File: config.mk
export PLATFORM = sky130hd
export DESIGN_NAME = baud_clk_gen
export DESIGN_NICKNAME = d
export VERILOG_FILES = /design/src/rtl/bgen_pkg.sv /design/src/rtl/bgen_prescaler.sv /design/src/rtl/bgen_reload_div.sv /design/src/rtl/bgen_post_div.sv /design/src/rtl/bgen_ext_edge.sv /design/src/rtl/baud_clk_gen.sv
export SDC_FILE = /design/constraint.sdc
export NUM_CORES = 1
export LEC_CHECK = 0
export ABC_AREA = 1
export BUFFER_PORTS_ARGS = -buffer_cell sky130_fd_sc_hd__buf_4
export CORE_ASPECT_RATIO = 0.8
export CORE_MARGIN = 2
export CORE_UTILIZATION = 33
export CTS_CLUSTER_SIZE = 40
export DETAILED_ROUTE_END_ITERATION = 10
export PLACE_DENSITY = 0.58
export SLEW_MARGIN = 20
export SYNTH_ARGS = -nofsm -noshare
export SYNTH_HDL_FRONTEND = slang
export SYNTH_SLANG_ARGS = --single-unit
File: constraint.sdc
create_clock -name clk -period 4.26 [get_ports clk]
set_input_delay 0.852 -clock clk [delete_from_list [all_inputs] [get_ports clk]]
set_output_delay 0.852 -clock clk [all_outputs]
set_load 0.005 [all_outputs]
File: src/rtl/bgen_pkg.sv
package bgen_pkg;
  typedef enum logic [1:0] {
    SRC_FULL  = 2'b00,
    SRC_DIV8  = 2'b01,
    SRC_PRESC = 2'b10,
    SRC_OFF   = 2'b11
  } src_e;

  localparam int FIX_DIV_DEF = 8;
  localparam int OS_RATIO_DEF = 16;
endpackage

File: src/rtl/bgen_prescaler.sv
module bgen_prescaler
  import bgen_pkg::*;
#(
  parameter int NW      = 4,
  parameter int FIX_DIV = FIX_DIV_DEF
) (
  input  logic          clk,
  input  logic          rst_n,
  input  src_e          src,
  input  logic [NW-1:0] n_fac,
  output logic          src_en
);
  localparam int FW = $clog2(FIX_DIV);
  localparam int CW = NW + 1;

  logic [FW-1:0] fix_cnt;
  logic [CW-1:0] prog_cnt;
  logic [CW-1:0] prog_lim;
  logic          fix_pulse;
  logic          prog_hit;
  logic          prog_pulse;

  // fixed divide: free-running wrap counter
  always_ff @(posedge clk or negedge rst_n) begin
    if (!rst_n) fix_cnt <= '0;
    else        fix_cnt <= fix_cnt + 1'b1;
  end
  assign fix_pulse = (fix_cnt == FW'(FIX_DIV - 1));

  // programmable divide by 2n; n = 0 means no division
  assign prog_lim   = {n_fac, 1'b0} - CW'(1);
  assign prog_hit   = (prog_cnt >= prog_lim);
  assign prog_pulse = (n_fac == '0) || prog_hit;

  always_ff @(posedge clk or negedge rst_n) begin
    if (!rst_n)        prog_cnt <= '0;
    else if (prog_hit) prog_cnt <= '0;
    else               prog_cnt <= prog_cnt + 1'b1;
  end

  always_comb begin
    unique case (src)
      SRC_FULL:  src_en = 1'b1;
      SRC_DIV8:  src_en = fix_pulse;
      SRC_PRESC: src_en = prog_pulse;
      default:   src_en = 1'b0;
    endcase
  end

  // a fixed-divide pulse is never followed by another one in the next cycle
  a_r2_div8_spacing: assert property (@(posedge clk) disable iff (!rst_n)
    fix_pulse |=> !fix_pulse);

  // the programmable count never runs past its limit by more than one reload
  a_r3_prog_bound: assert property (@(posedge clk) disable iff (!rst_n)
    (n_fac != '0 && $stable(n_fac) && prog_cnt <= prog_lim) |=> prog_cnt <= prog_lim);
endmodule

File: src/rtl/bgen_reload_div.sv
module bgen_reload_div #(
  parameter int MW = 8
) (
  input  logic          clk,
  input  logic          rst_n,
  input  logic          en,
  input  logic [MW-1:0] reload,
  output logic          tick
);
  logic [MW-1:0] cnt;

  always_ff @(posedge clk or negedge rst_n) begin
    if (!rst_n) begin
      cnt  <= '0;
      tick <= 1'b0;
    end else if (en) begin
      if (cnt == '0) begin
        cnt  <= reload;
        tick <= 1'b1;
      end else begin
        cnt  <= cnt - 1'b1;
        tick <= 1'b0;
      end
    end else begin
      tick <= 1'b0;
    end
  end

  // each tick coincides with a fresh load of the reload value
  a_r5_reload_load: assert property (@(posedge clk) disable iff (!rst_n)
    tick |-> cnt == $past(reload));

  // without a source pulse the count holds
  a_r5_hold: assert property (@(posedge clk) disable iff (!rst_n)
    !$past(en) |-> ($stable(cnt) && !tick));
endmodule

File: src/rtl/bgen_post_div.sv
module bgen_post_div
  import bgen_pkg::*;
#(
  parameter int OS = OS_RATIO_DEF
) (
  input  logic clk,
  input  logic rst_n,
  input  logic div_tick,
  input  logic async_on,
  input  logic sync_int_on,
  output logic bit_q,
  output logic sclk_q,
  output logic rise_q,
  output logic fall_q
);
  localparam int OW = $clog2(OS);

  logic [OW-1:0] os_cnt;

  // asynchronous: every OS-th oversampling tick is a bit strobe
  always_ff @(posedge clk or negedge rst_n) begin
    if (!rst_n) begin
      os_cnt <= '0;
      bit_q  <= 1'b0;
    end else if (!async_on) begin
      os_cnt <= '0;
      bit_q  <= 1'b0;
    end else if (div_tick) begin
      os_cnt <= (os_cnt == OW'(OS - 1)) ? '0 : os_cnt + 1'b1;
      bit_q  <= (os_cnt == OW'(OS - 1));
    end else begin
      bit_q  <= 1'b0;
    end
  end

  // synchronous master: divide by two into a shift clock, idle high
  always_ff @(posedge clk or negedge rst_n) begin
    if (!rst_n) begin
      sclk_q <= 1'b1;
      rise_q <= 1'b0;
      fall_q <= 1'b0;
    end else if (!sync_int_on) begin
      sclk_q <= 1'b1;
      rise_q <= 1'b0;
      fall_q <= 1'b0;
    end else if (div_tick) begin
      sclk_q <= ~sclk_q;
      rise_q <= ~sclk_q;
      fall_q <= sclk_q;
    end else begin
      rise_q <= 1'b0;
      fall_q <= 1'b0;
    end
  end

  // a bit strobe always marks the wrap of the oversampling count
  a_r6_bit_on_wrap: assert property (@(posedge clk) disable iff (!rst_n)
    bit_q |-> os_cnt == '0);

  // strobes agree with the new shift clock level
  a_r7_rise_level: assert property (@(posedge clk) disable iff (!rst_n)
    rise_q |-> sclk_q);
  a_r7_fall_level: assert property (@(posedge clk) disable iff (!rst_n)
    fall_q |-> !sclk_q);
endmodule

File: src/rtl/bgen_ext_edge.sv
module bgen_ext_edge (
  input  logic clk,
  input  logic rst_n,
  input  logic pin,
  output logic rise,
  output logic fall
);
  logic s1, s2, prev;

  always_ff @(posedge clk or negedge rst_n) begin
    if (!rst_n) begin
      s1   <= 1'b0;
      s2   <= 1'b0;
      prev <= 1'b0;
    end else begin
      s1   <= pin;
      s2   <= s1;
      prev <= s2;
    end
  end

  assign rise = s2 & ~prev;
  assign fall = ~s2 & prev;

  // one synchronised edge gives exactly one strobe
  a_r8_single_rise: assert property (@(posedge clk) disable iff (!rst_n)
    rise |=> !rise);
  a_r8_single_fall: assert property (@(posedge clk) disable iff (!rst_n)
    fall |=> !fall);
endmodule

File: src/rtl/baud_clk_gen.sv
module baud_clk_gen
  import bgen_pkg::*;
#(
  parameter int NW      = 4,
  parameter int MW      = 8,
  parameter int FIX_DIV = FIX_DIV_DEF,
  parameter int OS      = OS_RATIO_DEF
) (
  input  logic          clk,
  input  logic          rst_n,
  input  logic [1:0]    src_sel,
  input  logic [NW-1:0] presc_n,
  input  logic [MW-1:0] reload_m,
  input  logic          sync_mode,
  input  logic          ext_clk_sel,
  input  logic          ext_sclk_in,
  output logic          os_tick,
  output logic          bit_tick,
  output logic          shift_fall,
  output logic          sclk_out
);
  src_e src;
  logic src_en, div_tick;
  logic async_bit, int_sclk, int_rise, int_fall;
  logic ext_rise, ext_fall;
  logic sync_int_on, sync_ext_on;

  assign src         = src_e'(src_sel);
  assign sync_int_on = sync_mode & ~ext_clk_sel;
  assign sync_ext_on = sync_mode & ext_clk_sel;

  bgen_prescaler #(.NW(NW), .FIX_DIV(FIX_DIV)) u_presc (
    .clk(clk), .rst_n(rst_n), .src(src), .n_fac(presc_n), .src_en(src_en));

  bgen_reload_div #(.MW(MW)) u_div (
    .clk(clk), .rst_n(rst_n), .en(src_en), .reload(reload_m), .tick(div_tick));

  bgen_post_div #(.OS(OS)) u_post (
    .clk(clk), .rst_n(rst_n), .div_tick(div_tick), .async_on(~sync_mode),
    .sync_int_on(sync_int_on), .bit_q(async_bit), .sclk_q(int_sclk),
    .rise_q(int_rise), .fall_q(int_fall));

  bgen_ext_edge u_ext (
    .clk(clk), .rst_n(rst_n), .pin(ext_sclk_in), .rise(ext_rise), .fall(ext_fall));

  always_comb begin
    os_tick    = 1'b0;
    bit_tick   = 1'b0;
    shift_fall = 1'b0;
    sclk_out   = 1'b1;
    if (!sync_mode) begin
      os_tick  = div_tick;
      bit_tick = async_bit;
    end else if (sync_ext_on) begin
      bit_tick   = ext_rise;
      shift_fall = ext_fall;
    end else begin
      bit_tick   = int_rise;
      shift_fall = int_fall;
      sclk_out   = int_sclk;
    end
  end

  // a reserved source code silences the counter
  a_r4_reserved_stops: assert property (@(posedge clk) disable iff (!rst_n)
    ($past(src_sel) == 2'b11) |-> !div_tick);

  // sample and shift strobes never collide
  a_r9_no_collide: assert property (@(posedge clk) disable iff (!rst_n)
    $onehot0({bit_tick, shift_fall}));

  // the asynchronous path never drives the shift clock
  a_r6_sclk_idle: assert property (@(posedge clk) disable iff (!rst_n)
    !sync_mode |-> (sclk_out && !shift_fall));
endmodule

# After elaboration in Yosys (flattened, before gate mapping)
# Cells that the tools add are included.
[totals] register_bits=28 inputBits=19 out_inout_bits=4 elab_cells=59
[classes] addsub=5 order_cmp=1 eq_ne=5 muxes=23 bitwise=8 reduce_logical=5
[op_table] cell="$mux W1" n=17
[op_table] cell="$mux W4" n=3
[op_table] cell="$logic_not A8 Y1" n=1
[op_table] cell="$mux W8" n=1
[op_table] cell="$sub A8 B1 Y8 const B" n=1
[op_table] cell="$add A5 B1 Y5 const B" n=1
[op_table] cell="$ge A5 B5 Y1" n=1
[op_table] cell="$mux W5" n=1
[op_table] cell="$sub A5 B1 Y5 const B" n=1
[op_table] cell="$add A4 B1 Y4 const B" n=1
[op_table] cell="$and A1 B1 Y1" n=4
[op_table] cell="$eq A4 B4 Y1 const B" n=1
[op_table] cell="$logic_not A4 Y1" n=1
[op_table] cell="$not A1 Y1" n=4
[op_table] cell="$add A3 B1 Y3 const B" n=1
[op_table] cell="$eq A3 B3 Y1 const B" n=1
[op_table] cell="$pmux W1 S3" n=1
[op_table] cell="$eq A2 B1 Y1 const B" n=1
[op_table] cell="$eq A2 B2 Y1 const B" n=1
[op_table] cell="$logic_not A2 Y1" n=1
[op_table] cell="$ne A2 B2 Y1 const B" n=1
[op_table] cell="$reduce_bool A2 Y1" n=1
[op_table] cell="$logic_or A1 B1 Y1" n=1

# Logic depth before layout (Yosys ltp)
[depth] ltp_word=5 ltp_mapped=12 mapped_depth_nobuf=12

# Cells and area by module
# From an unflattened synthesis, not the netlist that was laid out.
[unflattened] hier_cells=205 hier_area_um2=1631.6
[modules_own_cells] module="bgen_reload_div" n_inst=1 cells_per_inst=90 area_each_um2=623.1 seq_area_each_um2=225.2
[modules_own_cells] module="bgen_prescaler" n_inst=1 cells_per_inst=53 area_each_um2=483.0 seq_area_each_um2=200.2
[modules_own_cells] module="bgen_post_div" n_inst=1 cells_per_inst=41 area_each_um2=365.4 seq_area_each_um2=201.4
[modules_own_cells] module="bgen_ext_edge" n_inst=1 cells_per_inst=7 area_each_um2=90.1 seq_area_each_um2=75.1
[modules_own_cells] module="baud_clk_gen" n_inst=1 cells_per_inst=14 area_each_um2=70.1 seq_area_each_um2=0.0

# Worst setup path before layout
# OpenSTA, ideal clock, no wires.
[synth_timing] kind="in2reg" start="in presc_n[0]" end="reg u_div.cnt[7]" setup_ns=0.116 arrival_ns=2.134 required_ns=4.144 slack_ns=2.009 path_stages=12 n_path_buf=0 cell_sequence="inv_1 ha_1 xnor2_1 ha_1 nand2_1 inv_1 nand2_1 nand3_2 nor2_1 nor2_4 nand2_1 nand2_1"
[synth_via] elab_chain_cells=4 elab_cells_between_ends=5 cone_classes="add/sub: 1; order compare: 1; mux: 1; reduce/logical: 2"
[synth_rtl] item="start, declared" line_no="baud_clk_gen.sv:12" rtl="input logic [NW-1:0] presc_n,"
[synth_rtl] item="$sub A5 B1 Y5" line_no="bgen_prescaler.sv:31" rtl="assign prog_lim = {n_fac, 1'b0} - CW'(1);"
[synth_rtl] item="$ge A5 B5 Y1" line_no="bgen_prescaler.sv:32" rtl="assign prog_hit = (prog_cnt >= prog_lim);"
[synth_rtl] item="$logic_or A1 B1 Y1 *" line_no="bgen_prescaler.sv:33" rtl="assign prog_pulse = (n_fac == '0) || prog_hit;"
[synth_rtl] item="$pmux W1 S3 *" line_no="bgen_prescaler.sv:42" rtl="unique case (src)"
[synth_rtl] item="end signal, assigned" line_no="bgen_reload_div.sv:18" rtl="cnt <= reload;"
[synth_rtl] item="end signal, assigned" line_no="bgen_reload_div.sv:21" rtl="cnt <= cnt - 1'b1;"
[synth_rtl] item="end, declared" line_no="bgen_reload_div.sv:10" rtl="logic [MW-1:0] cnt;"
# Mark *: on every way between the ends. The rest lies on a longest branch, timed or not.
# A chain may end at the register's enable or synchronous reset.

# Worst setup path in the final report
[layout_timing] start="in sync_mode" end="out bit_tick"
[layout_via] elab_chain_cells=3
[layout_rtl] item="start, declared" line_no="baud_clk_gen.sv:14" rtl="input logic sync_mode,"
[layout_rtl] item="$and A1 B1 Y1" line_no="baud_clk_gen.sv:30" rtl="assign sync_ext_on = sync_mode & ext_clk_sel;"
[layout_rtl] item="$mux W1" line_no="baud_clk_gen.sv:54" rtl="end else if (sync_ext_on) begin"
[layout_rtl] item="$mux W1 *" line_no="baud_clk_gen.sv:51" rtl="if (!sync_mode) begin"
[layout_rtl] item="end, declared" line_no="baud_clk_gen.sv:18" rtl="output logic bit_tick,"
# Marks and branches as above.

==> metrics.md <==
| Metric | Value |
|---|---|
| Placed Instances | 290 |
| Tmin final | 2471 ps |
| Overall overflow remaining after global route | 0 |
| Met1 Track Usage GR | between 15 and 20% |
| Critical Path Slowest Stage Cell | sky130_fd_sc_hd__nor2_1 |
| Share of total power in sequential cells | 36.0% |
| Static Leakage | 1.075 nW |
| Maximum cell stage delay along the critical path | 250 ps |
| Wirelength per Cell | 10.65 um |
| Antenna diode instance count | 0 |
| Total clock sinks | 28 |
| Synth Instances | approximately 210 |
| Resized Gates After CTS | 0 |
| HP Start | u_ext.s1$_DFF_PN0_ |
| Least setup slack across all paths after layout | around 1800 ps |
| Relative slew margins | 76.59% |
| Share of Yosys cell area claimed by the top area cell type | 40.72% |
| Number of pins with negative max-slew slack in the final report | 0 |
| Synth Area per Inst | 8.054 um^2 |
| Combinational fraction of design power | 45.8% |
| Setup_tns | 0 ps |
| Biggest area consumer among synthesized cells | sky130_fd_sc_hd__dfrtp_1 |
| Final layout net count | 263 |
| Worst R2R Start | u_presc.prog_cnt[2]$_DFF_PN0_ |
| DP Wirelength | 2493 um |
| Slack of the worst reg-to-reg path | about 2600 ps |
| DRC errors left | 0 |
| Worst reg2reg endpoint | u_div.cnt[5]$_DFFE_PN0P_ |
| Proportion of register bits with asynchronous set or reset after synthesis | between 90% and 100% |
| Largest clock skew in the final design | about 6.2 ps |
| Run status | finished, final reports clean |
| Cells traversed along the worst timing path | buf_4 -> inv_1 -> nor2_1 -> nand2_1 -> o311ai_0 -> buf_4 |
| Transition time at the pin with the least slew margin | 351.1 ps |
| Via count of the routed design | 1333 |
| Final Util | 40.10% |
| TritonCTS clock tree | yes |
| Most instantiated flip-flop cell in the synthesis netlist | sky130_fd_sc_hd__dfrtp_1 |
| Aggregate routed wire length | 3132 um |
| Data required time at the worst endpoint | 3410 ps |
| Syn. warnings | 0 |
| First-pass GRT wire length | 5616 um |
| H-tree depth | 1 |
| Number of input and output port buffers inserted | 22 |
| Pre-CTS setup slack | around 1700 ps |
| Worst hold stages | 0 |
| Largest net degree at the start of global routing | 29 |
| Top-level I/O count | 23 |
| Most utilized layer in the global route result | met2 |
| Num rows | 23 |
| Violation count after the first detailed-route iteration | 85 |
| Post-route antenna net violation count | 0 |
| Library cell appearing most often on the critical path | sky130_fd_sc_hd__buf_4 |
| Critical Setup Path Class | in2out |
| Switching power | 476.7 uW |
| Share of the clock period used by the worst path | 58.00% |
| Post-Syn Area | 1659 um^2 |
| Placer's final routability congestion estimate | about 0.8 |
| Global-route usage over all layers | 12.38% |
| Net Sw Frac | 41.91% |
| Worst Reg2Reg Path Length in Cells | 8 |
| Max VDD drop | around 270 uV |
| Max Cap Viol | 0 |
| Capture endpoint of the worst hold path | u_ext.s2$_DFF_PN0_ |
| Number of library cell types mapped by synthesis | 28 |
| Number of synthesized flops with an enable pin | 0 |
| Endpoints failing hold | 0 |
| Seq/Total Area, Yosys | 42.31% |
| Global-route track usage on met2 | 19.96% |
| Root buffer cell | sky130_fd_sc_hd__clkbuf_8 |
| Ratio of cells with drive above 1 in the final layout | 18.97% |
| Latest clock arrival within the worst-skew pair | approximately 270 ps |
| Internal power consumption | between 600 and 700 uW |
| Portion of total power attributed to the clock network | 18.3% |
| Placeable core region | a little under 5000 um^2 |
| Number of global-route vias before repair | 1275 |
| Initial antenna violation count | 0 |
| Clock slew seen by the registers of the worst setup and hold paths | 90 ps |
| Final instance count without filler cells | 294 |
| Ranking of synthesized cells by area | sky130_fd_sc_hd__dfrtp_1 41%, sky130_fd_sc_hd__nand2_1 16%, sky130_fd_sc_hd__ha_1 8.3% |
| Total of endpoints with negative setup slack in the final report | 0 |
| CP Capture Type | primary output |
| Top achievable clock speed | 404.7 MHz |
| Die footprint | between 5000 and 6000 um^2 |
| Number of filler instances in the final layout | approximately 500 |
| Data arrival time of the worst path | 1620 ps |
| Fraction of met3 tracks used by global routing | 3.301% |
| # hold bufs at CTS | 0 |
| P&R area growth vs syn | 18.93% |
| Worst min-delay path category | reg2reg |
| Via-per-instance ratio | between 4 and 5 |
| Detailed-routing iteration count for the pre-antenna-repair pass | 4 |
| Count of state elements after synthesis | 28 |
| Setup repair after global routing missed its margin | false |
| Die Y | 67.42 um |
| Synth Net Count | 236 |
| Total clock buffers created by CTS | 3 |
| Die Wd | 83.28 um |
| Buffers inserted by post-CTS timing repair | 0 |
| Largest fanout on the critical path | 5 |
| Buffers from clock root to sink, at most | 2 |
| Power density over the cells | 576.4 nW/um^2 |
| Startpoint types | input pin |
| Initial standard-cell utilization of the core | 33.71% |
[routing by layer]
layer,up-vias,wire [um]
li1,707,-
met1,599,1620
met2,25,1335
met3,2,163
met4,0,12
met5,-,0
[power groups by stage]
stage                     sequential [mW]  combinational, mW  clock, mW
after global placement              0.414              0.518          0
after CTS                           0.408              0.526      0.218
after detailed placement            0.412              0.526          0
after global routing                0.420              0.607      0.232
final                               0.409              0.521      0.208
after floorplan                     0.394              0.420          0
[critical path, delay by kind of cell]
| family | cells | cell delay, ps |
|---|---|---|
| compound gates | 1 | 90 |
| buf+inv | 3 | 330 |
| simple gates | 2 | 340 |
[worst max-delay path by stage]
stage                     cells after the start  slack, ps                        to        from
final                                         6       1790                  bit_tick   sync_mode
after global routing                          6       1680                  bit_tick   sync_mode
after CTS                                     6       1780                  bit_tick   sync_mode
after detailed placement                     12       1710  u_div.cnt[3]$_DFFE_PN0P_  presc_n[0]
after global placement                        6       1790                  bit_tick   sync_mode
after floorplan                              12       2010  u_div.cnt[7]$_DFFE_PN0P_  presc_n[0]
[per-stage QoR]
step / hold WS, ps / power (mW) / area, um^2
finish: 354.8 / 1.137 / 1973
CTS: 358.6 / 1.153 / 1973
global placement: 333.6 / 0.9325 / 1902
detailed placement: 334.7 / 0.9374 / 1902
floorplan: 331.2 / 0.8142 / 1659
global route: 367.3 / 1.259 / 1973
[cells in the final DEF, fill, tap and decap left out]
master and instances:
sky130_fd_sc_hd__inv_2 2, sky130_fd_sc_hd__nor2_4 2, sky130_fd_sc_hd__a21oi_2 1, sky130_fd_sc_hd__xnor2_1 2, sky130_fd_sc_hd__nand3b_1 3, sky130_fd_sc_hd__nor3_4 1
sky130_fd_sc_hd__and2_4 1, sky130_fd_sc_hd__o21ai_4 1, sky130_fd_sc_hd__nand3_2 1, sky130_fd_sc_hd__nor2_1 15, sky130_fd_sc_hd__xor2_1 5, sky130_fd_sc_hd__bufinv_16 1
sky130_fd_sc_hd__o21ai_0 4, sky130_fd_sc_hd__nand2_2 2, sky130_fd_sc_hd__inv_1 23, sky130_fd_sc_hd__nand3_1 21, sky130_fd_sc_hd__clkbuf_8 3, sky130_fd_sc_hd__nand2_1 70
sky130_fd_sc_hd__dfstp_2 1, sky130_fd_sc_hd__a22o_1 1, sky130_fd_sc_hd__nand4_1 1, sky130_fd_sc_hd__a21oi_1 2, sky130_fd_sc_hd__nor2_2 3, sky130_fd_sc_hd__buf_4 22
sky130_fd_sc_hd__ha_1 11, sky130_fd_sc_hd__nor2_8 1, sky130_fd_sc_hd__o21ai_2 1, sky130_fd_sc_hd__dfrtp_1 27, sky130_fd_sc_hd__nand2_4 1, sky130_fd_sc_hd__o311ai_0 1
sky130_fd_sc_hd__nor3_1 2
[flip-flops by register name, summed over array words and instances (netlist names)]
signal,cells
u_post.rise_q,1
u_div.tick,1
u_ext.s1,1
u_post.fall_q,1
u_ext.s2,1
u_post.bit_q,1
u_presc.prog_cnt,5
u_presc.fix_cnt,3
u_post.os_cnt,4
u_ext.prev,1
u_post.sclk_q,1
u_div.cnt,8
[final cells by class]
type                            instances  area [um^2]  share of cell area, %
Clock buffer                            3        41.29                  2.093
Clock inverter                          1        30.03                  1.522
Timing Repair Buffer                   22        165.2                  8.370
Sequential cell                        28        701.9                  35.57
Tap cell                               62        77.57                  3.932
Inverter                               25        93.84                  4.756
Multi-Input combinational cell        153        863.3                  43.75
[logic make-up (layout without fill, tap and decap cells)]
kind of cell	after synthesis	in the layout	synth area share, %
compound gates	11	11	4.903
xor+xnor	7	7	3.695
fa+ha+maj	11	11	8.296
buf+inv	25	51	5.656
flops	28	28	42.31
simple gates	124	124	35.14
[synthesized netlist by cell type, types with 2 or more instances]
cell type,instances
sky130_fd_sc_hd__xor2_1,5
sky130_fd_sc_hd__inv_1,23
sky130_fd_sc_hd__nor2_1,15
sky130_fd_sc_hd__xnor2_1,2
sky130_fd_sc_hd__ha_1,11
sky130_fd_sc_hd__nor2_4,2
sky130_fd_sc_hd__inv_2,2
sky130_fd_sc_hd__a21oi_1,2
sky130_fd_sc_hd__nand2_1,70
sky130_fd_sc_hd__nor2_2,3
sky130_fd_sc_hd__nand3_1,21
sky130_fd_sc_hd__o21ai_0,4
sky130_fd_sc_hd__nor3_1,2
sky130_fd_sc_hd__dfrtp_1,27
sky130_fd_sc_hd__nand2_2,2
sky130_fd_sc_hd__nand3b_1,3
Note: power is estimated with default switching activity, not from simulation.
